### config.mk
export PLATFORM = sky130hd
export DESIGN_NAME = decay_chopper
export DESIGN_NICKNAME = d
export VERILOG_FILES = /design/src/rtl/chop_pkg.sv /design/src/rtl/chop_timer.sv /design/src/rtl/chop_gate_map.sv /design/src/rtl/decay_chopper.sv
export SDC_FILE = /design/constraint.sdc
export NUM_CORES = 1
export LEC_CHECK = 0
export BUFFER_PORTS_ARGS = -buffer_cell sky130_fd_sc_hd__buf_2
export CORE_MARGIN = 2
export CORE_UTILIZATION = 50
export CTS_BUF_LIST = sky130_fd_sc_hd__clkbuf_16
export CTS_CLUSTER_SIZE = 24
export DETAILED_ROUTE_END_ITERATION = 8
export GPL_ROUTABILITY_DRIVEN = 0
export PLACE_DENSITY = 0.69
export SETUP_SLACK_MARGIN = 0.3
export SYNTH_ARGS = -nofsm -noshare
export SYNTH_HDL_FRONTEND = slang
export SYNTH_SLANG_ARGS = --single-unit
### constraint.sdc
create_clock -name clk -period 2.77 [get_ports clk]
set_input_delay 0.277 -clock clk [delete_from_list [all_inputs] [get_ports clk]]
set_output_delay 0.277 -clock clk [all_outputs]
set_load 0.02 [all_outputs]
### src/rtl/chop_pkg.sv
package chop_pkg;

    typedef enum logic [2:0] {
        ST_COAST,
        ST_BLANK,
        ST_ON,
        ST_DT_ON,
        ST_FAST,
        ST_DT_MID,
        ST_SLOW,
        ST_DT_END
    } chop_state_e;

    typedef struct packed {
        logic hi_a;
        logic lo_a;
        logic hi_b;
        logic lo_b;
    } gate_t;

endpackage

### src/rtl/chop_timer.sv
module chop_timer #(
    parameter int CNT_W = 8
) (
    input  logic             clk,
    input  logic             rst_n,
    input  logic             load_i,
    input  logic [CNT_W-1:0] load_val_i,
    output logic             done_o
);
    logic [CNT_W-1:0] cnt_q;

    always_ff @(posedge clk or negedge rst_n) begin
        if (!rst_n) begin
            cnt_q <= '0;
        end else if (load_i) begin
            cnt_q <= load_val_i;
        end else if (cnt_q != '0) begin
            cnt_q <= cnt_q - 1'b1;
        end
    end

    assign done_o = (cnt_q == '0);

endmodule

### src/rtl/chop_gate_map.sv
module chop_gate_map
    import chop_pkg::*;
(
    input  chop_state_e state_i,
    input  logic        dir_i,
    input  logic        sr_cut_i,
    input  logic        fault_i,
    output gate_t       gate_o
);
    always_comb begin
        gate_o = '0;
        if (!fault_i) begin
            unique case (state_i)
                ST_BLANK, ST_ON: begin
                    if (dir_i) begin
                        gate_o.hi_a = 1'b1;
                        gate_o.lo_b = 1'b1;
                    end else begin
                        gate_o.hi_b = 1'b1;
                        gate_o.lo_a = 1'b1;
                    end
                end
                ST_FAST: begin
                    if (!sr_cut_i) begin
                        if (dir_i) begin
                            gate_o.hi_b = 1'b1;
                            gate_o.lo_a = 1'b1;
                        end else begin
                            gate_o.hi_a = 1'b1;
                            gate_o.lo_b = 1'b1;
                        end
                    end
                end
                ST_SLOW: begin
                    gate_o.lo_b = dir_i  | !sr_cut_i;
                    gate_o.lo_a = !dir_i | !sr_cut_i;
                end
                default: gate_o = '0;
            endcase
        end
    end

endmodule

### src/rtl/decay_chopper.sv
module decay_chopper
    import chop_pkg::*;
#(
    parameter int OFF_STD_CYC = 1500,
    parameter int OFF_ALT_CYC = 405,
    parameter int USE_ALT     = 0,
    parameter int BLANK_CYC   = 50,
    parameter int DEAD_CYC    = 30
) (
    input  logic clk,
    input  logic rst_n,
    input  logic en_i,
    input  logic dir_i,
    input  logic trip_i,
    input  logic zero_i,
    input  logic fault_i,
    output logic hi_a_o,
    output logic lo_a_o,
    output logic hi_b_o,
    output logic lo_b_o
);
    localparam int OFF_CYC  = (USE_ALT != 0) ? OFF_ALT_CYC : OFF_STD_CYC;
    localparam int FAST_CYC = (OFF_CYC * 301) / 1000;
    localparam int SLOW_CYC = OFF_CYC - FAST_CYC - DEAD_CYC;
    localparam int MAX_CYC  = OFF_CYC + BLANK_CYC + DEAD_CYC;
    localparam int CNT_W    = $clog2(MAX_CYC + 1);

    chop_state_e      state_q, state_d;
    logic             tmr_load, tmr_done;
    logic [CNT_W-1:0] tmr_val;
    logic             dir_q;
    logic             zc_q;
    logic             sr_cut;
    logic             enter_blank;
    gate_t            gate;

    function automatic int state_len(chop_state_e s);
        case (s)
            ST_BLANK:                       return BLANK_CYC;
            ST_DT_ON, ST_DT_MID, ST_DT_END: return DEAD_CYC;
            ST_FAST:                        return FAST_CYC;
            ST_SLOW:                        return SLOW_CYC;
            default:                        return 1;
        endcase
    endfunction

    // next-state logic
    always_comb begin
        state_d = state_q;
        if (fault_i || !en_i) begin
            state_d = ST_COAST;
        end else begin
            unique case (state_q)
                ST_COAST:  state_d = ST_BLANK;
                ST_BLANK:  if (tmr_done) state_d = ST_ON;
                ST_ON:     if (trip_i)   state_d = ST_DT_ON;
                ST_DT_ON:  if (tmr_done) state_d = ST_FAST;
                ST_FAST:   if (tmr_done) state_d = ST_DT_MID;
                ST_DT_MID: if (tmr_done) state_d = ST_SLOW;
                ST_SLOW:   if (tmr_done) state_d = ST_DT_END;
                ST_DT_END: if (tmr_done) state_d = ST_BLANK;
                default:   state_d = ST_COAST;
            endcase
        end
    end

    // state register
    always_ff @(posedge clk or negedge rst_n) begin
        if (!rst_n) state_q <= ST_COAST;
        else        state_q <= state_d;
    end

    assign tmr_load    = (state_d != state_q);
    assign tmr_val     = CNT_W'(state_len(state_d) - 1);
    assign enter_blank = (state_d == ST_BLANK) && (state_q != ST_BLANK);

    chop_timer #(.CNT_W(CNT_W)) i_timer (
        .clk        (clk),
        .rst_n      (rst_n),
        .load_i     (tmr_load),
        .load_val_i (tmr_val),
        .done_o     (tmr_done)
    );

    // phase latch and zero-current latch
    always_ff @(posedge clk or negedge rst_n) begin
        if (!rst_n) begin
            dir_q <= 1'b0;
            zc_q  <= 1'b0;
        end else begin
            if (enter_blank) dir_q <= dir_i;
            if (enter_blank || state_d == ST_COAST) begin
                zc_q <= 1'b0;
            end else if (zero_i && (state_q == ST_FAST || state_q == ST_DT_MID
                                    || state_q == ST_SLOW)) begin
                zc_q <= 1'b1;
            end
        end
    end

    assign sr_cut = zc_q | zero_i;

    // output decode
    chop_gate_map i_gate_map (
        .state_i  (state_q),
        .dir_i    (dir_q),
        .sr_cut_i (sr_cut),
        .fault_i  (fault_i),
        .gate_o   (gate)
    );

    assign hi_a_o = gate.hi_a;
    assign lo_a_o = gate.lo_a;
    assign hi_b_o = gate.hi_b;
    assign lo_b_o = gate.lo_b;

    AST_LEG_A_EXCL: assert property (@(posedge clk) disable iff (!rst_n)
        !(hi_a_o && lo_a_o));
    AST_LEG_B_EXCL: assert property (@(posedge clk) disable iff (!rst_n)
        !(hi_b_o && lo_b_o));
    AST_BLANK_HOLD: assert property (@(posedge clk) disable iff (!rst_n)
        (state_q == ST_BLANK && !tmr_done) |=> (state_q == ST_BLANK || state_q == ST_COAST));
    AST_DEAD_OFF: assert property (@(posedge clk) disable iff (!rst_n)
        (state_q == ST_DT_ON || state_q == ST_DT_MID || state_q == ST_DT_END)
            |-> !(hi_a_o || lo_a_o || hi_b_o || lo_b_o));
    AST_ZC_FAST_OFF: assert property (@(posedge clk) disable iff (!rst_n)
        (state_q == ST_FAST && zc_q) |-> !(hi_a_o || lo_a_o || hi_b_o || lo_b_o));
    AST_FAULT_PARK: assert property (@(posedge clk) disable iff (!rst_n)
        fault_i |=> (state_q == ST_COAST));
    AST_DIR_HOLD: assert property (@(posedge clk) disable iff (!rst_n)
        (state_q != ST_BLANK) |-> $stable(dir_q));

endmodule

# Yosys cells after proc, flatten, opt, wreduce, memory -nomap -nowiden
# Cells that the tools add are included.
totals:
  reg_bits: 16
  latch_bits: 0
  ramBits: 0
  rom_bits: 0
  input_bits: 7
  out_inout_bits: 4
  elab_cells: 65
  n_memories: 0
classes:
  n_addsub: 2
  n_mul: 0
  div: 0
  order_cmp: 0
  n_eq_ne: 15
  n_shift: 0
  n_mux: 24
  n_bitwise: 3
  reduce_logical: 17
ops:
  columns: ["cell", "count"]
  rows:
  - ["one-hot mux 10 bit (4 select lines)", 1]
  - ["equality test 3 bit (second input constant)", 8]
  - ["two-way mux 3 bit", 8]
  - ["one-hot mux 3 bit (8 select lines)", 1]
  - ["two-way mux 11 bit", 2]
  - ["logical NOT 11 bit", 1]
  - ["nonzero test 11 bit", 1]
  - ["subtractor 11 x 1 -> 11 bit (second input constant)", 1]
  - ["subtractor 11 x 2 -> 11 bit (second input constant)", 1]
  - ["equality test 3 x 2 -> 1 bit (second input constant)", 3]
  - ["two-way mux 4 bit", 2]
  - ["equality test 3 x 1 -> 1 bit (second input constant)", 2]
  - ["logical NOT 3 bit", 2]
  - ["one-hot mux 1 bit (3 select lines)", 2]
  - ["logical OR 1 bit", 4]
  - ["two-way mux 1 bit", 4]
  - ["two-way mux 2 bit", 2]
  - ["one-hot mux 1 bit (2 select lines)", 2]
  - ["nonzero test 2 bit", 2]
  - ["logical NOT 1 bit", 3]
  - ["!= test 3 x 1 -> 1 bit (second input constant)", 1]
  - ["!= test 3 bit", 1]
  - ["bitwise OR 1 bit", 3]
  - ["OR reduction 3 bit", 1]
  - ["2 further kinds", 3]

# Depth between registers and ports, before layout
# Gate-level depths: netlist of the first run.
depth:
  ltp_word: 9
  depth_mapped: 8
  mapped_depth_nobuf: 7

# By module
# Synthesis of the first run repeated with hierarchy kept, for this count alone.
hier_totals:
  cells_unflattened: 143
  hier_area_um2: 1222.4
modules_own_cells:
  columns: ["mod", "instances", "cells_each", "area_per_inst_um2", "seq_area_each_um2"]
  rows:
  - ["chop_timer", 1, 63, 626.9, 275.3]
  - ["decay_chopper", 1, 60, 470.5, 125.1]
  - ["chop_gate_map", 1, 20, 125.1, 0.0]

# Least setup slack after synthesis of the first run
# OpenSTA, ideal clock, no wires.
synth_timing:
  path_type: "flip-flop to output port"
  from: "reg state_q[0]"
  to: "out lo_b_o"
  arrival_ns: 1.756
  required_time_ns: 2.493
  slack_ns: 0.737
  stages_incl_launch_ff: 5
  n_path_buf: 1
  path_cell_list: "dfrtp_1 -> buf_2 -> or4_1 -> nor2b_1 -> a211oi_1"
synth_between:
  elab_chain_len: 4
synth_rtl:
  columns: ["item", "line_no", "source"]
  rows:
  - ["start: declaration", "decay_chopper.sv:28", "chop_state_e state_q, state_d;"]
  - ["start signal: assignment", "decay_chopper.sv:70", "else state_q <= state_d;"]
  - ["equality test 3 x 1 -> 1 bit / equality test 3 x 2 -> 1 bit (equally long branches)", "chop_gate_map.sv:13", "unique case (state_i)"]
  - ["OR reduction 2 bit", "chop_gate_map.sv:13", null]
  - ["one-hot mux 1 bit (3 select lines) *", "chop_gate_map.sv:13", null]
  - ["two-way mux 4 bit *", "chop_gate_map.sv:12", "if (!fault_i) begin"]
  - ["end: declaration", "decay_chopper.sv:20", "output logic lo_b_o"]
# Mark *: on every way between the ends. The rest lies on a longest branch, timed or not.

# Worst setup path after layout of the first run
layout_timing:
  from: "reg state_q[2]"
  to: "out lo_b_o"
# Same word-level chain as after synthesis.

==> impl_metrics.toml, run 1 <==
[sta]
rsz0062_at_grt = "no"
min_period_over_period_pct = 84.5
tightest_slew_ps = 519
fin_crit_ps = 2340
finalSetupViolCount = 0
setup-tns-final_ps = 0
fmax_mhz = 427
skew_ps = 3.34
hold_viol = 0
max_slew_margin_pct = 65.4
slew_violations = 0

[min_path]
hold_path_class = "in2reg"
hold_depth = 2

[route]
route.met2.wl_um = 1260
top_layer = "met4"
antenna_left = 0
met1_length_um = 1310
met3_length_um = 63
drc = 0
dr.pass1.iters = 4
vias_per_cell = 6.08
drt_iter0_markers = 33
wl_per_cell_um = 15.8
drt_wl_total_um = 2690
vias = 1034

[critical_path]
endpoint_kind = "primary output"
cp_cell_sequence = "inv_1, or4_1, nor2b_1, a211oi_1, buf_2"
rr_worst_depth = 7
arrival_ps = 2060
worstPathRequired_ps = 2490
crit_slowest_cell = "dfrtp_1"
r2r_slack_ps = 500
worstSetupPathType = "reg2out"
setup.worst_path.start_class = "register"
cp_max_fo = 13
path_buf_inv = 2
crit_path_max_incr_delay_ps = 590
path_depth = 5
cpLargestDelayFamily = "simple AND/OR/NAND/NOR gates"

[logic_synthesis]
syn_nets = 142
ys.flop_type = "dfrtp_1"
synth_edf_count = 0
async_flop_share_pct = 100
synth_seq_area_share_pct = 34.2
avgSynthCellArea_um2 = 8.73
ys_warn_count = 0
synth.distinct_cells = 47
synth-seq-cells = 16
synth_area_um2 = 1170
netlist_instances = 134

[power_and_ir_drop]
p_sw_share_pct = 38.3
p_leak_nw = 0.571
pwr-share-clk_pct = 26.6
combPwrFrac_pct = 37.1
worst_ir_drop_vdd_mv = 0.412
power_mw = 1.07
internal_power_mw = 0.663
power_density_nw_per_um2 = 808
p_seq_share_pct = 36.2
power_switching_mw = 0.412

[die]
fp.dieH_um = 52.4
io_pins = 11
die_area_um2 = 2740
die_x_um = 52.4
row_count = 17
core-area_um2 = 2210
start_util_pct = 52.9

[clock_network]
clock-sinks = 16
clock_latency_ps = 250
cts_tree = "done"
clk_pin_slew_ps = 50
numCtsBuffers = 3
cts-root-buf = "clkbuf_16"
htreeDepth = 1
postCtsSetupRepairBufs = 0
clockBufferDepth = 2

[cells_and_area]
syn_to_final_growth_pct = 13.7
final_common_cell = "dfrtp_1"
diodes = 0
fillers = 200
final_cell_mix = "dfrtp_1 (16), nor2_1 (14), nand2_1 (11)"
nNetsFinal = 151
drive_above_1_share_pct = 19.0

[global_route]
grt_pass1_wl_um = 4570
track_usage_pct = 22.9
grt_max_degree = 17
antenna_found_initial = 0
overflow = 0
first_global_vias = 953

[status]
status = "completed"

[flow_run]
drv_cap = 0

[placed_design]
dp.final_hpwl_um = 1860
port_buffers = 10
[per-stage QoR]
step,hold WS (ps),cell area [µm²],std cells,utilization [%],setup WS [ps]
6_report,262,1330,170,60.1,430
5_1_grt,274,1330,170,60.1,303
4_1_cts,264,1310,170,59.3,338
3_5_place_dp,213,1220,165,55.3,353
3_3_place_gp,211,1220,165,55.3,427
2_1_floorplan,-18.6,1170,134,-,737
[layer usage]
layer,track usage [%],vias to the layer above
met4,10.3,0
met2,33.5,18
met5,0,-
met1,32.9,502
li1,-,507
met3,3.71,7
[logic make-up after synthesis]
kind of cell | count (synthesis) | share of synthesized area, %
AOI/OAI and AO/OA | 33 | 19.1
muxes | 6 | 5.35
adders and majority gates | 1 | 1.07
DFF | 16 | 34.2
xor gates and xnor gates | 9 | 6.74
and+or+nand+nor | 56 | 28.4
buffers and inverters | 13 | 5.03
[synthesized netlist by cell type (2+ instances only)]
cell | instances | share of area, %
or4_1 | 2 | 1.3
dfrtp_1 | 16 | 34
nor3b_1 | 2 | 1.3
xnor2_1 | 6 | 4.5
nand2_1 | 11 | 3.5
buf_2 | 2 | 0.86
o21ai_0 | 7 | 3.0
mux2_2 | 2 | 1.9
xor2_1 | 3 | 2.2
a22o_1 | 2 | 1.5
nand3_1 | 2 | 0.86
buf_1 | 3 | 0.96
inv_1 | 5 | 1.6
nor2b_1 | 3 | 1.6
and3_1 | 3 | 1.6
a211oi_1 | 2 | 1.3
nand2b_1 | 2 | 1.1
a21oi_1 | 10 | 4.3
mux2i_1 | 4 | 3.4
nor3_1 | 6 | 2.6
clkbuf_1 | 2 | 0.64
nor2_1 | 14 | 4.5
[power groups by stage]
stage	Sequential (mW)	Combinational, mW	Clock (mW)
final	0.389	0.399	0.286
after detailed placement	0.386	0.367	0
after global placement	0.384	0.362	0
after floorplan	0.358	0.316	0
after global routing	0.400	0.446	0.301
after CTS	0.383	0.378	0.291
[path summary, 6_finish.rpt]
check,start,endpoint
max,state_q[2],lo_b_o
min reg2reg,i_timer.cnt_q[10],i_timer.cnt_q[10]
max reg2reg,i_timer.cnt_q[0],dir_q
min in group asynchronous,rst_n,i_timer.cnt_q[10]
min,dir_i,dir_q
max in group asynchronous,rst_n,i_timer.cnt_q[0]
[sequential cells by signal, indices dropped and copies added (netlist names)]
register	flops
state_q	3
zc_q	1
dir_q	1
i_timer.cnt_q	11
[what timing repair did]
item                       CTS  global route
setup endpoints to repair    0             2
hold buffers                 1             0
hold endpoints to repair    16             0
gates resized for setup      0             3
[final cells by class]
cell class / count / area, µm² / share of cell area, %
clock buffer: 3 / 75.1 / 5.64
clock inverter: 1 / 3.75 / 0.282
inverter: 5 / 18.8 / 1.41
multi-input combinational: 105 / 729 / 54.8
sequential: 16 / 400 / 30.1
tap: 28 / 35.0 / 2.63
timing repair buffer: 12 / 67.6 / 5.08
Power figures use the tool's default switching activity.
==> run 2, diff against run 1 <==
- PLACE_DENSITY: 0.69 -> 0.72
- clock period: 2.77 -> 2 ns (I/O delays scaled with it)
==> impl_metrics.toml, run 2 (same netlist as run 1, synthesis figures left out) <==
[status]
status = "finished, violations left"
violations = "setup timing"

[cells_and_area]
drive_above_1_share_pct = 48.9
fillers = 112
final_common_cell = "buf_4"
diodes = 0
largest_reg_flops = 11
syn_to_final_growth_pct = 56.8
final_cell_mix = "buf_4 (35), dfrtp_1 (12), nor2_1 (11)"
top_register = "i_timer.cnt_q"
nNetsFinal = 191
reg.largest.list = "i_timer.cnt_q x11, state_q x3"
final_util_pct = 82.9

[clock_network]
cts_tree = "done"
clockBufferDepth = 2
htreeDepth = 1
clock-sinks = 16
clock_latency_ps = 250
numCtsBuffers = 3
cts-root-buf = "clkbuf_16"
clk_pin_slew_ps = 50

[sta]
skew_ps = 2.30
whs_ps = 197
tightest_slew_ps = 474
rsz0062_at_grt = "yes"
min_period_over_period_pct = 107
setup_slack_ps = -150
fin_crit_ps = 2150
finalSetupViolCount = 11
hold_viol = 0
max_slew_margin_pct = 68.4
slew_violations = 0
fmax_mhz = 465

[die]
die_x_um = 52.4
row_count = 17
die_area_um2 = 2740
start_util_pct = 52.9
io_pins = 11
core-area_um2 = 2210
fp.dieH_um = 52.4

[route]
antenna_left = 0
drc = 0
wl_per_cell_um = 21.0
vias_per_cell = 6.45
dr.pass1.iters = 4
drt_wl_total_um = 4420
vias = 1355
drt_iter0_markers = 52

[critical_path]
cp_max_fo = 3
worstPathRequired_ps = 2130
crit_path_max_incr_delay_ps = 370
arrival_ps = 2280
endpoint_kind = "register"
setup.worst_path.start_class = "register"
cpLargestDelayFamily = "simple AND/OR/NAND/NOR gates"
path_buf_inv = 2
worstSetupPathType = "reg2reg"
crit_slowest_cell = "dfrtp_1"
cp_cell_sequence = "inv_1, ha_2, nor3b_4, buf_6, nand4_4, a211oi_4, nor4_4, mux2_4"

[power_and_ir_drop]
combPwrFrac_pct = 53.4
pwr-share-clk_pct = 20.2
internal_power_mw = 1.23
worst_ir_drop_vdd_mv = 0.913
power_density_nw_per_um2 = 1070
power_switching_mw = 0.745
p_leak_nw = 0.804
p_seq_share_pct = 26.4
p_sw_share_pct = 37.8

[global_route]
antenna_found_initial = 0
grt_pass1_wl_um = 6290
track_usage_pct = 32.4
grt_max_degree = 17
first_global_vias = 1338
overflow = 0

[placed_design]
dp.final_hpwl_um = 2130
port_buffers = 10

[min_path]
hold_path_class = "in2reg"

[flow_run]
drv_cap = 0
==> run 2: repair_timing <==
item                       in CTS  in global routing
hold buffers                    1                  0
gates cloned                    0                  0
resized for setup              22                 22
setup endpoints to repair      17                 18
buffers inserted               20                  4
hold endpoints to repair       16                  0
pin swaps                      15                 11
==> run 2: worst register-to-register path: stages (launching register included) <==
cell and delay, ps:
dfrtp_1 370, inv_1 100, ha_2 220, nor3b_4 290, buf_6 150, nand4_4 130
a211oi_4 370, nor4_4 80, mux2_4 320
==> run 2: final timing paths <==
kind,startpoint,endpoint,slack (ps),cells after the start
setup / recovery,i_timer.cnt_q[0],dir_q,-150,8
hold / removal,dir_i,dir_q,200,2
setup reg to reg,i_timer.cnt_q[0],dir_q,-150,8
hold reg to reg,i_timer.cnt_q[10],i_timer.cnt_q[10],560,1
max in group asynchronous,rst_n,state_q[0],1300,2
min in group asynchronous,rst_n,i_timer.cnt_q[10],400,2
==> run 2: cell type report <==
cell class                      count  area (µm²)  area share (%)
Sequential cell                    16         405            22.1
Tap cell                           28        35.0            1.91
Multi-Input combinational cell    105         872            47.5
Clock buffer                        3        75.1            4.09
Timing Repair Buffer               52         424            23.1
Clock inverter                      1        3.75           0.205
Inverter                            5        18.8            1.02
==> run 2: stage by stage <==
step | instances | setup TNS, ps | instance area [µm²] | power [mW] | setup slack (ps)
floorplan | 134 | 0 | 1200 | 0.963 | 35.3
detailed placement | 181 | 0 | 1370 | 1.19 | 27.1
finish | 210 | -445 | 1830 | 1.97 | -150
global placement | 181 | 0 | 1370 | 1.16 | 85.5
global route | 210 | -1010 | 1830 | 2.05 | -194
CTS | 206 | 0 | 1720 | 1.78 | 66.2
==> run 2: per-layer routing <==
layer  vias up  track usage [%]  share of wire, %  wire (µm)
li1        583                -                 -          -
met1       632             36.9                36       1590
met2       111             55.4                50       2210
met3        29             5.14               8.6        381
met4         0             21.4               5.2        231
met5         -                0                 0          0
==> run 2: power by group through the flow <==
stage / Combinational (mW) / Sequential, mW / Clock [mW]
CTS: 0.871 / 0.506 / 0.401
global placement: 0.653 / 0.506 / 0
global route: 1.10 / 0.530 / 0.411
detailed placement: 0.676 / 0.513 / 0
finish: 1.05 / 0.521 / 0.399
floorplan: 0.462 / 0.501 / 0
